File: src/rtl/osc_div_pkg.sv
`timescale 1ns/1ps
package osc_div_pkg;

    typedef enum logic [1:0] {
        OSC_OFF    = 2'd0,
        CHAIN_HELD = 2'd1,
        CHAIN_RUN  = 2'd2
    } osc_state_t;

endpackage

File: src/rtl/osc_ctrl_fsm.sv
`timescale 1ns/1ps
module osc_ctrl_fsm
    import osc_div_pkg::*;
#(
    parameter int            DV_W      = 3,
    parameter logic [DV_W-1:0] RUN_PAT   = 3'b010,
    parameter logic [DV_W-1:0] HOLD_MASK = 3'b110,
    parameter logic [DV_W-1:0] HOLD_PAT  = 3'b110
) (
    input  logic            clk,
    input  logic            rst_n,
    input  logic [DV_W-1:0] dv_ctl,
    output logic            run_en,
    output logic            hold_clr
);

    osc_state_t state_q;
    osc_state_t state_d;

    // next-state decode of the control field
    always_comb begin
        if (dv_ctl == RUN_PAT) begin
            state_d = CHAIN_RUN;
        end else if ((dv_ctl & HOLD_MASK) == HOLD_PAT) begin
            state_d = CHAIN_HELD;
        end else begin
            state_d = OSC_OFF;
        end
    end

    // state register
    always_ff @(posedge clk or negedge rst_n) begin
        if (!rst_n) begin
            state_q <= OSC_OFF;
        end else begin
            state_q <= state_d;
        end
    end

    // outputs of each state
    always_comb begin
        run_en   = 1'b0;
        hold_clr = 1'b0;
        unique case (state_q)
            OSC_OFF:    begin run_en = 1'b0; hold_clr = 1'b0; end
            CHAIN_HELD: begin run_en = 1'b0; hold_clr = 1'b1; end
            CHAIN_RUN:  begin run_en = 1'b1; hold_clr = 1'b0; end
            default:    begin run_en = 1'b0; hold_clr = 1'b0; end
        endcase
    end

    // run and hold are never active together
    p_run_hold_excl_r2: assert property (@(posedge clk) disable iff (!rst_n)
        $onehot0({run_en, hold_clr}));

    // a hold pattern reaches the hold state one clock later
    p_hold_decode_r3: assert property (@(posedge clk) disable iff (!rst_n)
        ((dv_ctl & HOLD_MASK) == HOLD_PAT) |=> hold_clr);

endmodule

File: src/rtl/osc_chain.sv
`timescale 1ns/1ps
module osc_chain #(
    parameter int STAGES = 15
) (
    input  logic              clk,
    input  logic              rst_n,
    input  logic              osc_tick,
    input  logic              run_en,
    input  logic              hold_clr,
    output logic [STAGES-1:0] taps,
    output logic [STAGES-1:0] rise,
    output logic              sec_tick
);

    localparam int TOP = STAGES - 1;

    logic              adv;
    logic [STAGES-1:0] cnt_q;
    logic [STAGES-1:0] cnt_nxt;

    assign adv     = run_en & osc_tick;
    assign cnt_nxt = cnt_q + 1'b1;
    // a stage rises exactly where the increment sets a bit that was clear
    assign rise    = adv ? (cnt_nxt & ~cnt_q) : '0;
    assign taps    = cnt_q;

    always_ff @(posedge clk or negedge rst_n) begin
        if (!rst_n) begin
            cnt_q    <= '0;
            sec_tick <= 1'b0;
        end else begin
            sec_tick <= rise[TOP];
            if (hold_clr) begin
                cnt_q <= '0;
            end else if (adv) begin
                cnt_q <= cnt_nxt;
            end
        end
    end

    // one step per oscillator tick in run
    p_step_r2: assert property (@(posedge clk) disable iff (!rst_n)
        (run_en && osc_tick && !hold_clr) |=> (cnt_q == STAGES'($past(cnt_q) + 1'b1)));

    // stopped chain keeps its value
    p_frozen_r4: assert property (@(posedge clk) disable iff (!rst_n)
        (!run_en && !hold_clr) |=> $stable(cnt_q));

    // one-clock tick, coinciding with a set top stage
    p_sec_single_r10: assert property (@(posedge clk) disable iff (!rst_n)
        sec_tick |=> !sec_tick);
    p_sec_msb_r10: assert property (@(posedge clk) disable iff (!rst_n)
        sec_tick |-> cnt_q[TOP]);

endmodule

File: src/rtl/osc_rate_mux.sv
`timescale 1ns/1ps
module osc_rate_mux #(
    parameter int STAGES    = 15,
    parameter int RS_W      = 4,
    parameter int FAST_CODE = 3,
    parameter int FAST_TAP  = 1,
    parameter int LOW_TAP   = 6
) (
    input  logic              clk,
    input  logic              rst_n,
    input  logic [RS_W-1:0]   rate_sel,
    input  logic              sq_en,
    input  logic              pi_en,
    input  logic [STAGES-1:0] taps,
    input  logic [STAGES-1:0] rise,
    output logic              sq_out,
    output logic              pi_pulse
);

    localparam int NCODES = 1 << RS_W;

    logic [NCODES-1:0] code_tap;
    logic [NCODES-1:0] code_rise;
    logic              sel_tap;
    logic              sel_rise;
    logic              unused_inputs;

    // code 0: no tap; codes below FAST_CODE: low-rate pair; rest: fast ladder
    for (genvar g = 0; g < NCODES; g++) begin : g_code
        localparam int IDX = (g == 0) ? -1 :
                             (g < FAST_CODE) ? (LOW_TAP + g - 1) :
                             (FAST_TAP + g - FAST_CODE);
        if (IDX >= 0 && IDX < STAGES) begin : g_tap
            assign code_tap[g]  = taps[IDX];
            assign code_rise[g] = rise[IDX];
        end else begin : g_none
            assign code_tap[g]  = 1'b0;
            assign code_rise[g] = 1'b0;
        end
    end

    assign unused_inputs = ^{taps, rise};
    assign sel_tap  = code_tap[rate_sel];
    assign sel_rise = code_rise[rate_sel];
    assign sq_out   = sq_en & sel_tap;

    always_ff @(posedge clk or negedge rst_n) begin
        if (!rst_n) begin
            pi_pulse <= 1'b0;
        end else begin
            pi_pulse <= pi_en & sel_rise;
        end
    end

    // square wave blocked by its enable
    p_sq_gate_r8: assert property (@(posedge clk) disable iff (!rst_n)
        !sq_en |-> !sq_out);

    // pulse only when enabled the clock before, and one clock wide
    p_pulse_en_r9: assert property (@(posedge clk) disable iff (!rst_n)
        pi_pulse |-> $past(pi_en));
    p_pulse_single_r9: assert property (@(posedge clk) disable iff (!rst_n)
        pi_pulse |=> !pi_pulse);

    // code 0 yields no event and no square wave
    p_code0_r7: assert property (@(posedge clk) disable iff (!rst_n)
        (rate_sel == '0) |=> !pi_pulse);
    p_code0_sq_r7: assert property (@(posedge clk) disable iff (!rst_n)
        (rate_sel == '0) |-> !sq_out);

endmodule

File: src/rtl/osc_divider.sv
`timescale 1ns/1ps
module osc_divider #(
    parameter int STAGES = 15,
    parameter int RS_W   = 4,
    parameter int DV_W   = 3
) (
    input  logic            clk,
    input  logic            rst_n,
    input  logic            osc_tick,
    input  logic [DV_W-1:0] dv_ctl,
    input  logic [RS_W-1:0] rate_sel,
    input  logic            sq_en,
    input  logic            pi_en,
    output logic            sq_out,
    output logic            pi_pulse,
    output logic            sec_tick
);

    logic              run_en;
    logic              hold_clr;
    logic [STAGES-1:0] taps;
    logic [STAGES-1:0] rise;

    osc_ctrl_fsm #(
        .DV_W (DV_W)
    ) u_fsm (
        .clk      (clk),
        .rst_n    (rst_n),
        .dv_ctl   (dv_ctl),
        .run_en   (run_en),
        .hold_clr (hold_clr)
    );

    osc_chain #(
        .STAGES (STAGES)
    ) u_chain (
        .clk      (clk),
        .rst_n    (rst_n),
        .osc_tick (osc_tick),
        .run_en   (run_en),
        .hold_clr (hold_clr),
        .taps     (taps),
        .rise     (rise),
        .sec_tick (sec_tick)
    );

    osc_rate_mux #(
        .STAGES (STAGES),
        .RS_W   (RS_W)
    ) u_mux (
        .clk      (clk),
        .rst_n    (rst_n),
        .rate_sel (rate_sel),
        .sq_en    (sq_en),
        .pi_en    (pi_en),
        .taps     (taps),
        .rise     (rise),
        .sq_out   (sq_out),
        .pi_pulse (pi_pulse)
    );

    // outputs quiet right after reset
    p_reset_quiet_r1: assert property (@(posedge clk)
        $rose(rst_n) |-> (!pi_pulse && !sec_tick));

endmodule

File: config.mk
export PLATFORM = sky130hd
export DESIGN_NAME = osc_divider
export DESIGN_NICKNAME = d
export VERILOG_FILES = /design/src/rtl/osc_div_pkg.sv /design/src/rtl/osc_ctrl_fsm.sv /design/src/rtl/osc_chain.sv /design/src/rtl/osc_rate_mux.sv /design/src/rtl/osc_divider.sv
export SDC_FILE = /design/constraint.sdc
export NUM_CORES = 1
export LEC_CHECK = 0
export BUFFER_PORTS_ARGS = -buffer_cell sky130_fd_sc_hd__buf_2
export CORE_MARGIN = 1
export CORE_UTILIZATION = 63
export CTS_CLUSTER_SIZE = 14
export DETAILED_ROUTE_END_ITERATION = 6
export PLACE_DENSITY = 0.84
export SLEW_MARGIN = 20
export SYNTH_ARGS = -nofsm -noshare
export SYNTH_HDL_FRONTEND = slang
export SYNTH_SLANG_ARGS = --single-unit
File: constraint.sdc
create_clock -name clk -period 5 [get_ports clk]
set_clock_uncertainty 0.05 [all_clocks]
set_input_delay 0.75 -clock clk [delete_from_list [all_inputs] [get_ports clk]]
set_output_delay 0.75 -clock clk [all_outputs]
set_load 0.01 [all_outputs]
==> results.json, run 1 <==
{
  "outcome": "finished clean",
  "antenna_left": 0,
  "post-cts-setup-buffers": 0,
  "cts_tree": "yes",
  "antenna_cells": 0,
  "arrival_ns": 1.85,
  "finalNetCount": 193,
  "total_power_mw": 0.2733,
  "dp_hpwl_mm": 2.341,
  "min_period_ns": 2.652,
  "synth_area_leaders": "dfrtp_1 32%, a22o_1 16%, ha_1 13%",
  "die-area_um2": 2570,
  "ios": 15,
  "drv_slew": 0,
  "first_pass_iters": 6,
  "startpoint_type": "input pin",
  "area_growth_syn_to_layout_pct": 4.606,
  "first_iter_violations": 47,
  "timing.slew.headroom": 0.3710,
  "yosysUniqueCellTypes": 32,
  "cts_hold_buf": 0,
  "final-setup-viol-count": 0,
  "synth_fp_nets": 185,
  "synth_seq_cells": 19,
  "yosysSeqAreaShare": 0.3183,
  "p_leak_nw": 0.7142,
  "fmax_ghz": 0.3771,
  "netlist_area_um2": 1494,
  "rsz0062_at_grt": "false",
  "rows": 17,
  "cp-startpoint": "rate_sel[2]",
  "grt_max_degree": 32,
  "period_share": 0.5304,
  "die_h_um": 50.70,
  "first_global_vias": 1162,
  "grtUsageTotal": 0.2892,
  "ys_warn_count": 0,
  "avgViaCountPerCell": 6.492,
  "cts_buffer_depth": 2,
  "tightest_slew_ns": 0.9434,
  "wirelength_mm": 3.246,
  "num_vias": 1253,
  "crit_top_cell": "buf_2",
  "p_per_area_nw_per_um2": 174.9,
  "crit_family": "multiplexers",
  "postCtsResizedCells": 0,
  "synth_area_per_cell_um2": 9.455,
  "crit_path_end_kind": "primary output",
  "initial_core_util": 0.6689,
  "dp_slack_ns": 2.350,
  "min_path_type": "in2async",
  "drv_cap": 0,
  "synthCells": 158,
  "avgRoutedWirePerCell_um": 16.82,
  "root_buffer": "clkbuf_4",
  "worstPathRequired_ns": 4.20,
  "crit_type": "in2out",
  "clkLatencyLatePin_ns": 0.30,
  "cts_buffers": 3,
  "cts.sink_count": 19,
  "die_w_um": 50.70,
  "port-buffer-count": 14,
  "cp.buffers_inverters": 2,
  "overflow": 0,
  "finalHoldViolCount": 0,
  "coreArea_um2": 2233,
  "yosysTopAreaCellShare": 0.3183,
  "antenna_found_initial": 0,
  "clk_pin_slew_ns": 0.11,
  "whs_ns": 0.3215,
  "peakVddDrop_mv": 0.1580,
  "gp_congestion": 0.9500,
  "finalSetupTns_ns": 0,
  "grt_pass1_wl_mm": 5.464,
  "yosys.area.top_type": "dfrtp_1",
  "crit_chain": "buf_2 -> mux4_1 -> nor2_1 -> o22ai_1 -> buf_2",
  "slowest_stage": "mux4_1",
  "cts-htree-levels": 1,
  "drive_gt1_frac": 0.1394,
  "drc_errors": 0,
  "fin_ws_ns": 2.348,
  "critPathMaxFanout": 9,
  "critPathMaxStageDelay_ns": 0.56,
  "r2r_start": "u_chain.taps[1]$_DFFE_PN0P_"
}
metrics by stage:
stage          instance area, um2  instances  utilization
3_5_place_dp                 1533        189       0.6863
2_1_floorplan                1494        158            -
4_1_cts                      1559        193       0.6980
3_3_place_gp                 1533        189       0.6863
5_1_grt                      1563        193       0.6997
6_report                     1563        193       0.6997
per-layer routing:
| layer | routed length, um | GRT usage | part of all wire | up-vias |
|---|---|---|---|---|
| met4 | 33 | 0.07870 | 0.010 | 0 |
| met2 | 1543 | 0.4911 | 0.48 | 30 |
| met5 | 0 | 0 | 0 | - |
| li1 | - | - | - | 603 |
| met3 | 121 | 0.02727 | 0.037 | 5 |
| met1 | 1548 | 0.3919 | 0.48 | 615 |
sequential cells by signal (all words and copies together), names as in the netlist:
name and count:
u_chain.taps 15, u_fsm.state_q 2, u_chain.sec_tick 1, u_mux.pi_pulse 1
report_power, final:
part | total, mW | switching [mW] | internal (mW)
registers | 0.163 | 0.00738 | 0.155
clock network | 0.0798 | 0.0487 | 0.0311
logic | 0.0308 | 0.0191 | 0.0117
final cells by class:
cell class,instances,area [um2]
Inverter,17,63.81
Fill cell,184,670.6
Clock buffer,4,26.28
Multi-Input combinational cell,111,892.1
Sequential cell,19,475.5
Timing Repair Buffer,14,70.07
Tap cell,28,35.03
placed cells by master, fill, tap and decap left out, drive strengths merged:
cell and count:
mux4 4, nand3 3, nor2 18, mux2i 2, nor3 4, mux2 1, inv 17, buf 14
o2111ai 4, a21oi 3, dfrtp 19, o21ai 2, nand2b 2, nor3b 1, nor2b 1, or2 1
a22o 28, a2111oi 2, clkbuf 4, and3 4, nand2 8, and2 1, ha 15, o22ai 1
nand4 2, nor4 3, o211ai 1
path summary, 6_finish.rpt:
path | endpoint | slack, ns | cells past startpoint
worst max-delay path | sq_out | 2.35 | 5
worst min-delay path | u_chain.taps[3]$_DFFE_PN0P_ | 0.32 | 1
worst max register to register | u_mux.pi_pulse$_DFF_PN0_ | 2.66 | 8
worst min register to register | u_chain.taps[14]$_DFFE_PN0P_ | 0.51 | 1
max in group asynchronous | u_chain.taps[4]$_DFFE_PN0P_ | 4.27 | 1
min in group clk | u_chain.taps[14]$_DFFE_PN0P_ | 0.51 | 1
kinds of logic (layout without fill, tap and decap cells):
group	count (synthesis)	in the layout	share of synthesized area
AOI/OAI and AO/OA	41	41	0.2303
muxes	7	7	0.08626
buffers and inverters	28	35	0.08710
DFF	19	19	0.3183
adders and majority gates	15	15	0.1256
and+or+nand+nor	48	48	0.1524
synth_stat cells:
master and count:
a2111oi_1 1, a2111oi_2 1, a21oi_1 3, a22o_1 28
and2_1 1, and3_1 4, buf_1 1, buf_2 5
buf_4 1, buf_6 2, clkbuf_1 2, dfrtp_1 19
ha_1 15, inv_1 17, mux2_2 1, mux2i_1 2
mux4_1 2, mux4_2 2, nand2_1 8, nand2b_1 2
nand3_1 3, nand4_1 2, nor2_1 18, nor2b_1 1
nor3_1 4, nor3b_1 1, nor4_1 3, o2111ai_1 4
o211ai_1 1, o21ai_0 2, o22ai_1 1, or2_2 1
(Power assumes the default switching activity.)
==> inputs of run 2 (changes only) <==
--- a/config.mk
+++ b/config.mk
@@ -7,10 +7,10 @@
 export LEC_CHECK = 0
 export BUFFER_PORTS_ARGS = -buffer_cell sky130_fd_sc_hd__buf_2
 export CORE_MARGIN = 1
-export CORE_UTILIZATION = 63
+export CORE_UTILIZATION = 58
 export CTS_CLUSTER_SIZE = 14
 export DETAILED_ROUTE_END_ITERATION = 6
-export PLACE_DENSITY = 0.84
+export PLACE_DENSITY = 0.79
 export SLEW_MARGIN = 20
 export SYNTH_ARGS = -nofsm -noshare
 export SYNTH_HDL_FRONTEND = slang
==> constraint.sdc (replaced) <==
create_clock -name clk -period 2.8 [get_ports clk]
set_clock_uncertainty 0.05 [all_clocks]
set_input_delay 0.42 -clock clk [delete_from_list [all_inputs] [get_ports clk]]
set_output_delay 0.42 -clock clk [all_outputs]
set_load 0.01 [all_outputs]
==> results.json, run 2 (same netlist as run 1, synthesis figures left out) <==
{
  "met3_usage": 0.04348,
  "postCtsResizedCells": 0,
  "layout_commonest_cell": "a22o_1",
  "finalSetupTns_ns": 0,
  "drc_errors": 0,
  "min_path_type": "in2reg",
  "cp.buffers_inverters": 0,
  "drv_slew": 0,
  "period_share": 0.8299,
  "grtUsageTotal": 0.2766,
  "first_pass_iters": 4,
  "worstPathRequired_ns": 2.95,
  "path_depth": 8,
  "die-area_um2": 2783,
  "cts_tree": "yes",
  "root_buffer": "clkbuf_4",
  "rows": 18,
  "crit_family": "compound AO/OA/AOI/OAI gates",
  "cts-htree-levels": 1,
  "clk_pin_slew_ns": 0.12,
  "area_growth_syn_to_layout_pct": 6.533,
  "antenna_found_initial": 0,
  "drive_gt1_frac": 0.1548,
  "cts_buffer_depth": 2,
  "finalNetCount": 196,
  "busiest_layer": "met2",
  "finalHoldViolCount": 0,
  "crit_type": "reg2reg",
  "initial_core_util": 0.6086,
  "final_util": 0.6483,
  "first_iter_violations": 53,
  "slowest_stage": "a2111oi_1",
  "clkLatencyLatePin_ns": 0.32,
  "whs_ns": 0.1828,
  "crit_chain": "ha_1 -> and3_1 -> nand2_1 -> nor2_1 -> ha_1 -> mux2_2 -> a2111oi_1 -> a2111oi_2",
  "p_leak_nw": 0.7315,
  "drv_cap": 0,
  "grt_pass1_wl_mm": 5.471,
  "critPathMaxStageDelay_ns": 0.48,
  "rsz0062_at_grt": "false",
  "layout_common_cells": "28 x a22o_1, 19 x dfrtp_1, 18 x nor2_1, 17 x inv_1, 15 x ha_1",
  "first_global_vias": 1264,
  "wirelength_mm": 3.298,
  "arrival_ns": 2.47,
  "grtUsageMet1": 0.3352,
  "fmax_ghz": 0.4303,
  "cts_buffers": 3,
  "holdPathStages": 2,
  "p_per_area_nw_per_um2": 311.3,
  "largest_reg_flops": 15,
  "antenna_cells": 0,
  "min_period_ns": 2.324,
  "avgViaCountPerCell": 6.641,
  "r2r_cells": 8,
  "outcome": "finished clean",
  "timing.slew.headroom": 0.5171,
  "startpoint_type": "flop",
  "die_h_um": 52.75,
  "final-setup-viol-count": 0,
  "tightest_slew_ns": 0.7243,
  "avgRoutedWirePerCell_um": 16.66,
  "num_vias": 1315,
  "cts.sink_count": 19,
  "crit_path_end_kind": "flop",
  "dp_hpwl_mm": 2.369,
  "antenna_left": 0,
  "coreArea_um2": 2455,
  "gp_congestion": 0.9427,
  "critPathMaxFanout": 7,
  "ios": 15,
  "crit_top_cell": "ha_1",
  "fillers": 210,
  "use_met2": 0.4578,
  "die_w_um": 52.75,
  "peakVddDrop_mv": 0.2956,
  "grt_max_degree": 31,
  "overflow": 0,
  "port-buffer-count": 14
}
==> run 2: cell types whose count changed in the layout (fill, tap and decap cells not counted) <==
cell,before,now
clkbuf_1,1,0
clkinv_2,0,1
buf_4,0,2
dlygate4sd3_1,0,1
==> run 2: layout make-up <==
type | count | area (um2) | share of cell area
Multi-Input combinational cell | 111 | 892.1 | 0.5605
Sequential cell | 19 | 475.5 | 0.2987
Inverter | 17 | 63.81 | 0.04009
Clock inverter | 1 | 5.005 | 0.003145
Clock buffer | 3 | 22.52 | 0.01415
Timing Repair Buffer | 17 | 95.09 | 0.05975
Tap cell | 30 | 37.54 | 0.02358
==> run 2: through the flow <==
step	setup slack [ns]	area, um2	power [mW]	std cells
after global placement	0.5962	1550	0.3486	193
after floorplan	0.6775	1494	0.3304	158
after CTS	0.4801	1588	0.4945	198
after global routing	0.2879	1592	0.5138	198
final	0.4762	1592	0.4955	198
after detailed placement	0.5127	1550	0.3508	193
==> run 2: timing repair <==
| item | 4_1_cts | 5_1_grt |
|---|---|---|
| setup buffers | 0 | 0 |
| hold buffers | 1 | 0 |
| hold endpoints to repair | 11 | 0 |
==> run 2: worst register-to-register path: stages (launching register included) <==
cell and delay, ns:
dfrtp_1 0.45, ha_1 0.25, and3_1 0.21, nand2_1 0.16, nor2_1 0.07, ha_1 0.19, mux2_2 0.27, a2111oi_1 0.48
a2111oi_2 0.09
==> run 2: path summary, 6_finish.rpt <==
kind,end,slack (ns),from
worst max-delay path,u_mux.pi_pulse$_DFF_PN0_,0.48,u_chain.taps[0]$_DFFE_PN0P_
worst min-delay path,u_fsm.state_q[1]$_DFF_PN0_,0.18,dv_ctl[0]
worst max register to register,u_mux.pi_pulse$_DFF_PN0_,0.48,u_chain.taps[0]$_DFFE_PN0P_
worst min register to register,u_chain.taps[14]$_DFFE_PN0P_,0.52,u_chain.taps[14]$_DFFE_PN0P_
max in group asynchronous,u_chain.taps[1]$_DFFE_PN0P_,1.87,rst_n
min in group asynchronous,u_mux.pi_pulse$_DFF_PN0_,0.51,rst_n
==> run 2: per-layer routing <==
layer | share of wire | vias to the layer above
met5 | 0 | -
met2 | 0.47 | 47
met1 | 0.44 | 644
met3 | 0.055 | 11
met4 | 0.028 | 0
li1 | - | 613
==> run 2: where the power goes <==
group / total (mW) / leakage, nW / internal, mW / switching (mW)
combinational: 0.0654 / 0.450 / 0.0233 / 0.0421
clock: 0.149 / 0.0177 / 0.0536 / 0.0949
sequential: 0.282 / 0.263 / 0.278 / 0.00391
